### config.mk
export PLATFORM = sky130hd
export DESIGN_NAME = ckpt_undo_ctrl
export DESIGN_NICKNAME = d
export VERILOG_FILES = /design/src/rtl/ckpt_pkg.sv /design/src/rtl/ckpt_datapath.sv /design/src/rtl/ckpt_control.sv /design/src/rtl/ckpt_undo_ctrl.sv
export SDC_FILE = /design/constraint.sdc
export NUM_CORES = 1
export LEC_CHECK = 0
export ABC_AREA = 1
export CORE_ASPECT_RATIO = 0.75
export CORE_MARGIN = 4
export CORE_UTILIZATION = 64
export CTS_BUF_LIST = sky130_fd_sc_hd__clkbuf_16
export CTS_CLUSTER_SIZE = 28
export DETAILED_ROUTE_END_ITERATION = 10
export DONT_BUFFER_PORTS = 1
export GPL_TIMING_DRIVEN = 0
export PLACE_DENSITY = 0.79
export SLEW_MARGIN = 25
export SYNTH_ARGS = -nofsm -noshare
export SYNTH_HDL_FRONTEND = slang
export SYNTH_SLANG_ARGS = --single-unit
### constraint.sdc
create_clock -name clk -period 4.7 [get_ports clk]
set_clock_uncertainty 0.2 [all_clocks]
set_input_delay 0.47 -clock clk [delete_from_list [all_inputs] [get_ports clk]]
set_output_delay 0.47 -clock clk [all_outputs]
set_load 0.02 [all_outputs]
### src/rtl/ckpt_pkg.sv
package ckpt_pkg;
  // Strobes from the sequencer to the storage datapath, one per operation.
  typedef struct packed {
    logic capture;      // latch address and data of a write that needs logging
    logic directWrite;  // write to a line already saved this interval
    logic appendWrite;  // save old line to the log and write the new data
    logic readOut;      // drive read data
    logic restoreStep;  // replay newest log entry and drop it
    logic commitFinal;  // release older region, clear markers
    logic rollEnd;      // rollback finished, reset regions and markers
  } dpStrobes_t;

  typedef enum logic [1:0] {
    ST_IDLE    = 2'd0,
    ST_APPEND  = 2'd1,
    ST_PENDING = 2'd2,
    ST_ROLL    = 2'd3
  } ctrlState_t;
endpackage

### src/rtl/ckpt_datapath.sv
module ckpt_datapath
  import ckpt_pkg::*;
#(
  parameter int ADDR_W    = 4,
  parameter int DATA_W    = 8,
  parameter int LOG_DEPTH = 8   // power of two
) (
  input  logic              clk,
  input  logic              rstN,
  input  dpStrobes_t        strobes,
  input  logic [ADDR_W-1:0] reqAddr,
  input  logic [DATA_W-1:0] reqWdata,
  output logic              lineLogged,
  output logic              logFull,
  output logic              logEmpty,
  output logic              rdValid,
  output logic [DATA_W-1:0] rdData
);
  localparam int LINES = 1 << ADDR_W;
  localparam int IDX_W = $clog2(LOG_DEPTH);
  localparam int PTR_W = IDX_W + 1;

  logic [DATA_W-1:0] memArr  [LINES];
  logic [ADDR_W-1:0] logAddr [LOG_DEPTH];
  logic [DATA_W-1:0] logData [LOG_DEPTH];
  logic [LINES-1:0]  loggedBits;
  logic [PTR_W-1:0]  headPtr, midPtr, tailPtr, fillCnt;
  logic [IDX_W-1:0]  headIdx, topIdx;
  logic [ADDR_W-1:0] capAddr;
  logic [DATA_W-1:0] capData;

  assign headIdx    = headPtr[IDX_W-1:0];
  assign topIdx     = headIdx - IDX_W'(1);
  assign fillCnt    = headPtr - tailPtr;
  assign logFull    = (fillCnt == PTR_W'(LOG_DEPTH));
  assign logEmpty   = (headPtr == tailPtr);
  assign lineLogged = loggedBits[reqAddr];

  // Memory array: three write sources, never active together.
  always_ff @(posedge clk) begin
    if (!rstN) begin
      for (int i = 0; i < LINES; i++) memArr[i] <= '0;
    end else if (strobes.directWrite) begin
      memArr[reqAddr] <= reqWdata;
    end else if (strobes.appendWrite) begin
      memArr[capAddr] <= capData;
    end else if (strobes.restoreStep) begin
      memArr[logAddr[topIdx]] <= logData[topIdx];
    end
  end

  // Log storage, old contents are read before the same-edge overwrite.
  always_ff @(posedge clk) begin
    if (strobes.appendWrite) begin
      logAddr[headIdx] <= capAddr;
      logData[headIdx] <= memArr[capAddr];
    end
  end

  always_ff @(posedge clk) begin
    if (strobes.capture) begin
      capAddr <= reqAddr;
      capData <= reqWdata;
    end
  end

  // Region pointers and per-line markers.
  always_ff @(posedge clk) begin
    if (!rstN) begin
      headPtr    <= '0;
      midPtr     <= '0;
      tailPtr    <= '0;
      loggedBits <= '0;
    end else if (strobes.appendWrite) begin
      headPtr             <= headPtr + PTR_W'(1);
      loggedBits[capAddr] <= 1'b1;
    end else if (strobes.restoreStep) begin
      headPtr <= headPtr - PTR_W'(1);
    end else if (strobes.commitFinal) begin
      tailPtr    <= midPtr;
      midPtr     <= headPtr;
      loggedBits <= '0;
    end else if (strobes.rollEnd) begin
      midPtr     <= tailPtr;
      loggedBits <= '0;
    end
  end

  always_ff @(posedge clk) begin
    if (!rstN) begin
      rdValid <= 1'b0;
      rdData  <= '0;
    end else begin
      rdValid <= strobes.readOut;
      if (strobes.readOut) rdData <= memArr[reqAddr];
    end
  end

  a_r9_no_overflow: assert property (@(posedge clk) disable iff (!rstN)
    fillCnt <= PTR_W'(LOG_DEPTH));
  a_r9_no_capture_when_full: assert property (@(posedge clk) disable iff (!rstN)
    logFull |-> !strobes.capture);
  a_r3_append_advances: assert property (@(posedge clk) disable iff (!rstN)
    strobes.appendWrite |=> headPtr == $past(headPtr) + PTR_W'(1));
  a_r4_direct_keeps_log: assert property (@(posedge clk) disable iff (!rstN)
    strobes.directWrite |=> headPtr == $past(headPtr));
  a_r6_final_clears_markers: assert property (@(posedge clk) disable iff (!rstN)
    strobes.commitFinal |=> loggedBits == '0);
  a_r8_restore_retreats: assert property (@(posedge clk) disable iff (!rstN)
    strobes.restoreStep |=> headPtr == $past(headPtr) - PTR_W'(1));
  a_r11_roll_empties: assert property (@(posedge clk) disable iff (!rstN)
    strobes.rollEnd |=> (headPtr == tailPtr) && (midPtr == tailPtr) && (loggedBits == '0));
endmodule

### src/rtl/ckpt_control.sv
module ckpt_control
  import ckpt_pkg::*;
(
  input  logic       clk,
  input  logic       rstN,
  input  logic       reqValid,
  input  logic       reqWrite,
  input  logic       commitReq,
  input  logic       rollbackReq,
  input  logic       lineLogged,
  input  logic       logFull,
  input  logic       logEmpty,
  output dpStrobes_t strobes,
  output logic       reqReady,
  output logic       busy,
  output logic       done,
  output logic       ckptPending
);
  ctrlState_t state, nextState;
  logic       doneNext;

  always_comb begin
    strobes   = '0;
    nextState = state;
    doneNext  = 1'b0;
    reqReady  = (state == ST_IDLE) && !rollbackReq && !commitReq &&
                !(reqWrite && logFull);
    unique case (state)
      ST_IDLE: begin
        if (rollbackReq)      nextState = ST_ROLL;
        else if (commitReq)   nextState = ST_PENDING;
        else if (reqValid && reqReady) begin
          if (!reqWrite)       strobes.readOut     = 1'b1;
          else if (lineLogged) strobes.directWrite = 1'b1;
          else begin
            strobes.capture = 1'b1;
            nextState       = ST_APPEND;
          end
        end
      end
      ST_APPEND: begin
        strobes.appendWrite = 1'b1;
        nextState           = ST_IDLE;
      end
      ST_PENDING: begin
        if (rollbackReq) nextState = ST_ROLL;
        else if (commitReq) begin
          strobes.commitFinal = 1'b1;
          doneNext            = 1'b1;
          nextState           = ST_IDLE;
        end
      end
      ST_ROLL: begin
        if (logEmpty) begin
          strobes.rollEnd = 1'b1;
          doneNext        = 1'b1;
          nextState       = ST_IDLE;
        end else begin
          strobes.restoreStep = 1'b1;
        end
      end
      default: nextState = ST_IDLE;
    endcase
  end

  always_ff @(posedge clk) begin
    if (!rstN) begin
      state <= ST_IDLE;
      done  <= 1'b0;
    end else begin
      state <= nextState;
      done  <= doneNext;
    end
  end

  assign busy        = (state == ST_PENDING) || (state == ST_ROLL);
  assign ckptPending = (state == ST_PENDING);

  a_r5_busy_blocks_req: assert property (@(posedge clk) disable iff (!rstN)
    busy |-> !reqReady);
  a_r8_done_single: assert property (@(posedge clk) disable iff (!rstN)
    done |=> !done);
  a_r8_done_ends_busy: assert property (@(posedge clk) disable iff (!rstN)
    $rose(done) |-> $fell(busy));
  a_r10_rollback_wins: assert property (@(posedge clk) disable iff (!rstN)
    ((state == ST_IDLE) || (state == ST_PENDING)) && rollbackReq |=> state == ST_ROLL);
  a_r3_append_stalls: assert property (@(posedge clk) disable iff (!rstN)
    strobes.capture |=> !reqReady);
endmodule

### src/rtl/ckpt_undo_ctrl.sv
module ckpt_undo_ctrl
  import ckpt_pkg::*;
#(
  parameter int ADDR_W    = 4,
  parameter int DATA_W    = 8,
  parameter int LOG_DEPTH = 8
) (
  input  logic              clk,
  input  logic              rstN,
  input  logic              reqValid,
  input  logic              reqWrite,
  input  logic [ADDR_W-1:0] reqAddr,
  input  logic [DATA_W-1:0] reqWdata,
  output logic              reqReady,
  output logic              rdValid,
  output logic [DATA_W-1:0] rdData,
  input  logic              commitReq,
  input  logic              rollbackReq,
  output logic              busy,
  output logic              done,
  output logic              ckptPending,
  output logic              overflow
);
  dpStrobes_t strobes;
  logic lineLogged, logFull, logEmpty;

  ckpt_control u_ctrl (
    .clk(clk), .rstN(rstN), .reqValid(reqValid), .reqWrite(reqWrite),
    .commitReq(commitReq), .rollbackReq(rollbackReq),
    .lineLogged(lineLogged), .logFull(logFull), .logEmpty(logEmpty),
    .strobes(strobes), .reqReady(reqReady), .busy(busy), .done(done),
    .ckptPending(ckptPending)
  );

  ckpt_datapath #(.ADDR_W(ADDR_W), .DATA_W(DATA_W), .LOG_DEPTH(LOG_DEPTH)) u_dp (
    .clk(clk), .rstN(rstN), .strobes(strobes), .reqAddr(reqAddr),
    .reqWdata(reqWdata), .lineLogged(lineLogged), .logFull(logFull),
    .logEmpty(logEmpty), .rdValid(rdValid), .rdData(rdData)
  );

  assign overflow = logFull;
endmodule

==> run_summary.xml <==
<?xml version="1.0" encoding="UTF-8"?>
<metrics>
  <group name="synth">
    <metric name="synthesis.area_per_instance" unit="um2">9.11</metric>
    <metric name="synth-main-ff-cell" unit="">edfxtp_1</metric>
    <metric name="sequential_area_share_after_synthesis" unit="%">58.2</metric>
    <metric name="synthesis.area" unit="um2">13700</metric>
    <metric name="synthesis.nets" unit="">1527</metric>
    <metric name="netlist_instances" unit="">1502</metric>
    <metric name="synth-edff-count" unit="">236</metric>
    <metric name="synthesis.yosys.warnings" unit="">0</metric>
    <metric name="async_reset_ff_share" unit="%">0</metric>
    <metric name="synth_cell_type_count" unit="">34</metric>
    <metric name="synth_seq_cells" unit="">280</metric>
  </group>
  <group name="pwr">
    <metric name="ir_drop" unit="mV">0.374</metric>
    <metric name="static-leakage-power" unit="nW">5.75</metric>
    <metric name="total_power" unit="mW">6.88</metric>
    <metric name="pwr_density_cell" unit="nW/um2">457</metric>
  </group>
  <group name="cells_and_area">
    <metric name="n_fill_cell" unit="">1578</metric>
    <metric name="seqCellArea" unit="um2">7970</metric>
    <metric name="final_core_utilization" unit="%">71.4</metric>
    <metric name="diodes" unit="">0</metric>
    <metric name="fraction_of_final_layout_cells_with_drive_strength_greater_than_1" unit="%">7.03</metric>
    <metric name="nNetsFinal" unit="">1569</metric>
    <metric name="multi_input_area" unit="um2">4830</metric>
    <metric name="flow.area_growth_from_synthesis" unit="%">9.91</metric>
    <metric name="layout_commonest_cell" unit="">edfxtp_1</metric>
    <metric name="most-common-layout-cells" unit="">edfxtp_1, nand2_1, nor2_1</metric>
  </group>
  <group name="sta">
    <metric name="worst-slew-pin-transition" unit="ns">0.976</metric>
    <metric name="rsz_0062_raised_after_global_routing" unit="">yes</metric>
    <metric name="final_min_period_over_clock_period" unit="%">99.7</metric>
    <metric name="slew-limit-headroom" unit="%">34.9</metric>
    <metric name="hold_viol" unit="">0</metric>
    <metric name="maxClockFrequency" unit="GHz">0.213</metric>
    <metric name="maxSlewViolCount" unit="">0</metric>
    <metric name="report.final.setup_viol" unit="">0</metric>
    <metric name="final.min_clock_period" unit="ns">4.69</metric>
  </group>
  <group name="die">
    <metric name="dieArea" unit="um2">23800</metric>
    <metric name="placementRows" unit="">46</metric>
    <metric name="pin_count" unit="">32</metric>
    <metric name="initial_core_util" unit="%">65.0</metric>
    <metric name="die_outline_width" unit="um">177</metric>
    <metric name="core_region_area" unit="um2">21100</metric>
    <metric name="die_height" unit="um">135</metric>
  </group>
  <group name="global_routing">
    <metric name="maximum_number_of_pins_on_one_net_before_global_route_repair" unit="">17</metric>
    <metric name="globalRouteTotalUtil" unit="%">39.5</metric>
    <metric name="number_of_antenna_violations_at_the_first_check_in_global_routing" unit="">1</metric>
    <metric name="grt_pass1_vias" unit="">11437</metric>
    <metric name="grt_first_pass_wirelength" unit="um">69500</metric>
    <metric name="grt_residual_overflow" unit="">0</metric>
  </group>
  <group name="placement">
    <metric name="io_buffers" unit="">0</metric>
    <metric name="global_placement_routability_congestion" unit="">1.01</metric>
    <metric name="hpwl" unit="um">32700</metric>
  </group>
  <group name="route">
    <metric name="postRouteAntennaNets" unit="">0</metric>
    <metric name="drt_drc_violations_left" unit="">0</metric>
    <metric name="drt-wirelength-per-cell" unit="um">25.5</metric>
    <metric name="detailedRoute.firstIterationViolations" unit="">2290</metric>
    <metric name="routed-via-count" unit="">12339</metric>
    <metric name="drt_first_pass_iters" unit="">5</metric>
    <metric name="avg_vias_per_cell" unit="">6.66</metric>
    <metric name="totalWireLength" unit="um">47300</metric>
  </group>
  <group name="cts">
    <metric name="cts_tree" unit="">done</metric>
    <metric name="cts.path.max_buffers" unit="">3</metric>
    <metric name="tritoncts_num_sinks" unit="">280</metric>
    <metric name="clk_latency" unit="ns">0.56</metric>
    <metric name="clock-root-buffer" unit="">clkbuf_16</metric>
    <metric name="post-cts-setup-buffers" unit="">0</metric>
    <metric name="htree_num_levels" unit="">1</metric>
    <metric name="clk_pin_slew" unit="ns">0.07</metric>
    <metric name="numCtsBuffers" unit="">27</metric>
  </group>
  <group name="worst_setup_path">
    <metric name="critPathCaptureType" unit="">register</metric>
    <metric name="timing.critical_path.arrival" unit="ns">4.71</metric>
    <metric name="timing.critical_path.required" unit="ns">4.72</metric>
    <metric name="critical_path.startpoint_type" unit="">register</metric>
    <metric name="crit_path_class" unit="">register to register</metric>
    <metric name="worst-path-max-fanout" unit="">11</metric>
  </group>
  <group name="status">
    <metric name="run_status" unit="">finished clean</metric>
  </group>
  <group name="flow_run">
    <metric name="max_cap_viol_count" unit="">0</metric>
  </group>
  <group name="min_path">
    <metric name="holdCritPathClass" unit="">input pin to register</metric>
  </group>
</metrics>
[registers in the layout, summed over array words and instances (netlist names), named ones only]
signal           cells
u_dp.tailPtr         4
u_dp.logData        64
u_dp.rdValid         1
u_dp.midPtr          4
u_dp.capAddr         4
u_dp.memArr        128
u_dp.capData         8
u_dp.headPtr         4
u_dp.rdData          8
u_dp.loggedBits     16
u_ctrl.done          1
u_dp.logAddr        32
u_ctrl.state         2
[layer usage]
metal / wire, um / global-route usage, % / up-vias
met5: 0 / 0.208 / -
met2: 19300 / 55.0 / 1119
met1: 17800 / 57.2 / 5794
li1: - / - / 5261
met4: 1740 / 12.3 / 0
met3: 8470 / 15.9 / 165
[final cells by class]
| cell class | count | share of cell area, % |
|---|---|---|
| plain buffers | 92 | 2.65 |
| clock buffers | 29 | 4.82 |
| clock inverters | 21 | 0.616 |
| inverters | 143 | 3.57 |
| multi-input cells | 987 | 32.1 |
| flip-flops and latches | 280 | 53.0 |
| well taps | 288 | 2.40 |
| repair buffers | 13 | 0.873 |
[synthesized netlist by cell type (3+ instances only)]
master	n	area share, %
a21oi_1	122	4.5
buf_1	10	0.27
buf_2	22	0.80
clkbuf_1	58	1.6
dfxtp_1	44	6.4
edfxtp_1	236	52
ha_1	6	0.55
inv_1	139	3.8
nand2_1	237	6.5
nand3_1	114	4.2
nand3_2	6	0.44
nand3_4	10	1.3
nor2_1	229	6.3
o211ai_1	45	2.5
o21ai_0	172	6.3
o21ai_1	3	0.11
o221ai_1	10	0.64
o22ai_1	16	0.73
[worst paths after layout]
kind,to,depth (start not counted),start,slack [ns]
max reg2reg,u_dp.memArr[14][3]$_SDFFCE_PN0P_,17,u_dp.headPtr[0]$_SDFFE_PN0P_,0.01
max,u_dp.memArr[14][3]$_SDFFCE_PN0P_,17,u_dp.headPtr[0]$_SDFFE_PN0P_,0.01
min reg2reg,u_dp.loggedBits[8]$_SDFFE_PN0P_,2,u_dp.loggedBits[8]$_SDFFE_PN0P_,0.26
min,u_ctrl.state[1]$_SDFFE_PN0P_,4,rollbackReq,0.01
[cell families after synthesis]
family | Yosys count | share of synthesized area (%)
AND/OR/NAND/NOR | 606 | 19.1
AO/OA/AOI/OAI | 372 | 15.0
flip-flops | 280 | 58.2
buffers and inverters | 235 | 6.82
adder cells (fa/ha/maj) | 7 | 0.695
XOR/XNOR | 2 | 0.128
[what timing repair did]
action / CTS / global route
setup endpoints to repair: 16 / 129
pin swaps: 0 / 0
gates resized for setup: 2 / 11
endpoints found under the hold margin: 12 / 0
hold buffers: 12 / 0
[stage by stage]
step / instance area (um2) / setup TNS (ns) / instances / hold slack, ns / setup WS [ns]
after floorplan: 13700 / 0 / 1502 / 0.230 / 1.41
after global routing: 15000 / -3.20 / 1853 / 0.0573 / -0.101
after global placement: 14000 / 0 / 1790 / 0.243 / 0.0370
after detailed placement: 14100 / -1.70 / 1791 / 0.251 / -0.116
final: 15000 / 0 / 1853 / 0.0118 / 0.0120
after CTS: 15000 / 0 / 1853 / 0.0234 / 0.0225
[report_power, final]
group / switching (mW) / internal (mW)
sequential: 0.0811 / 2.85
combinational: 1.42 / 0.462
clock: 0.950 / 1.11
[critical path, cell delays in order, from the launching register on]
cell	delay, ns
dfxtp_1	0.34
buf_2	0.21
inv_1	0.23
buf_2	0.30
buf_2	0.33
ha_1	0.37
inv_1	0.27
clkbuf_2	0.33
o21ai_0	0.12
o21ai_0	0.23
nand2_1	0.14
nand2_1	0.09
nand2_1	0.05
nand2_1	0.10
nand2_1	0.12
nor2_1	0.16
nand3_2	0.32
nand2_2	0.42
Note: power is estimated with default switching activity, not from simulation.
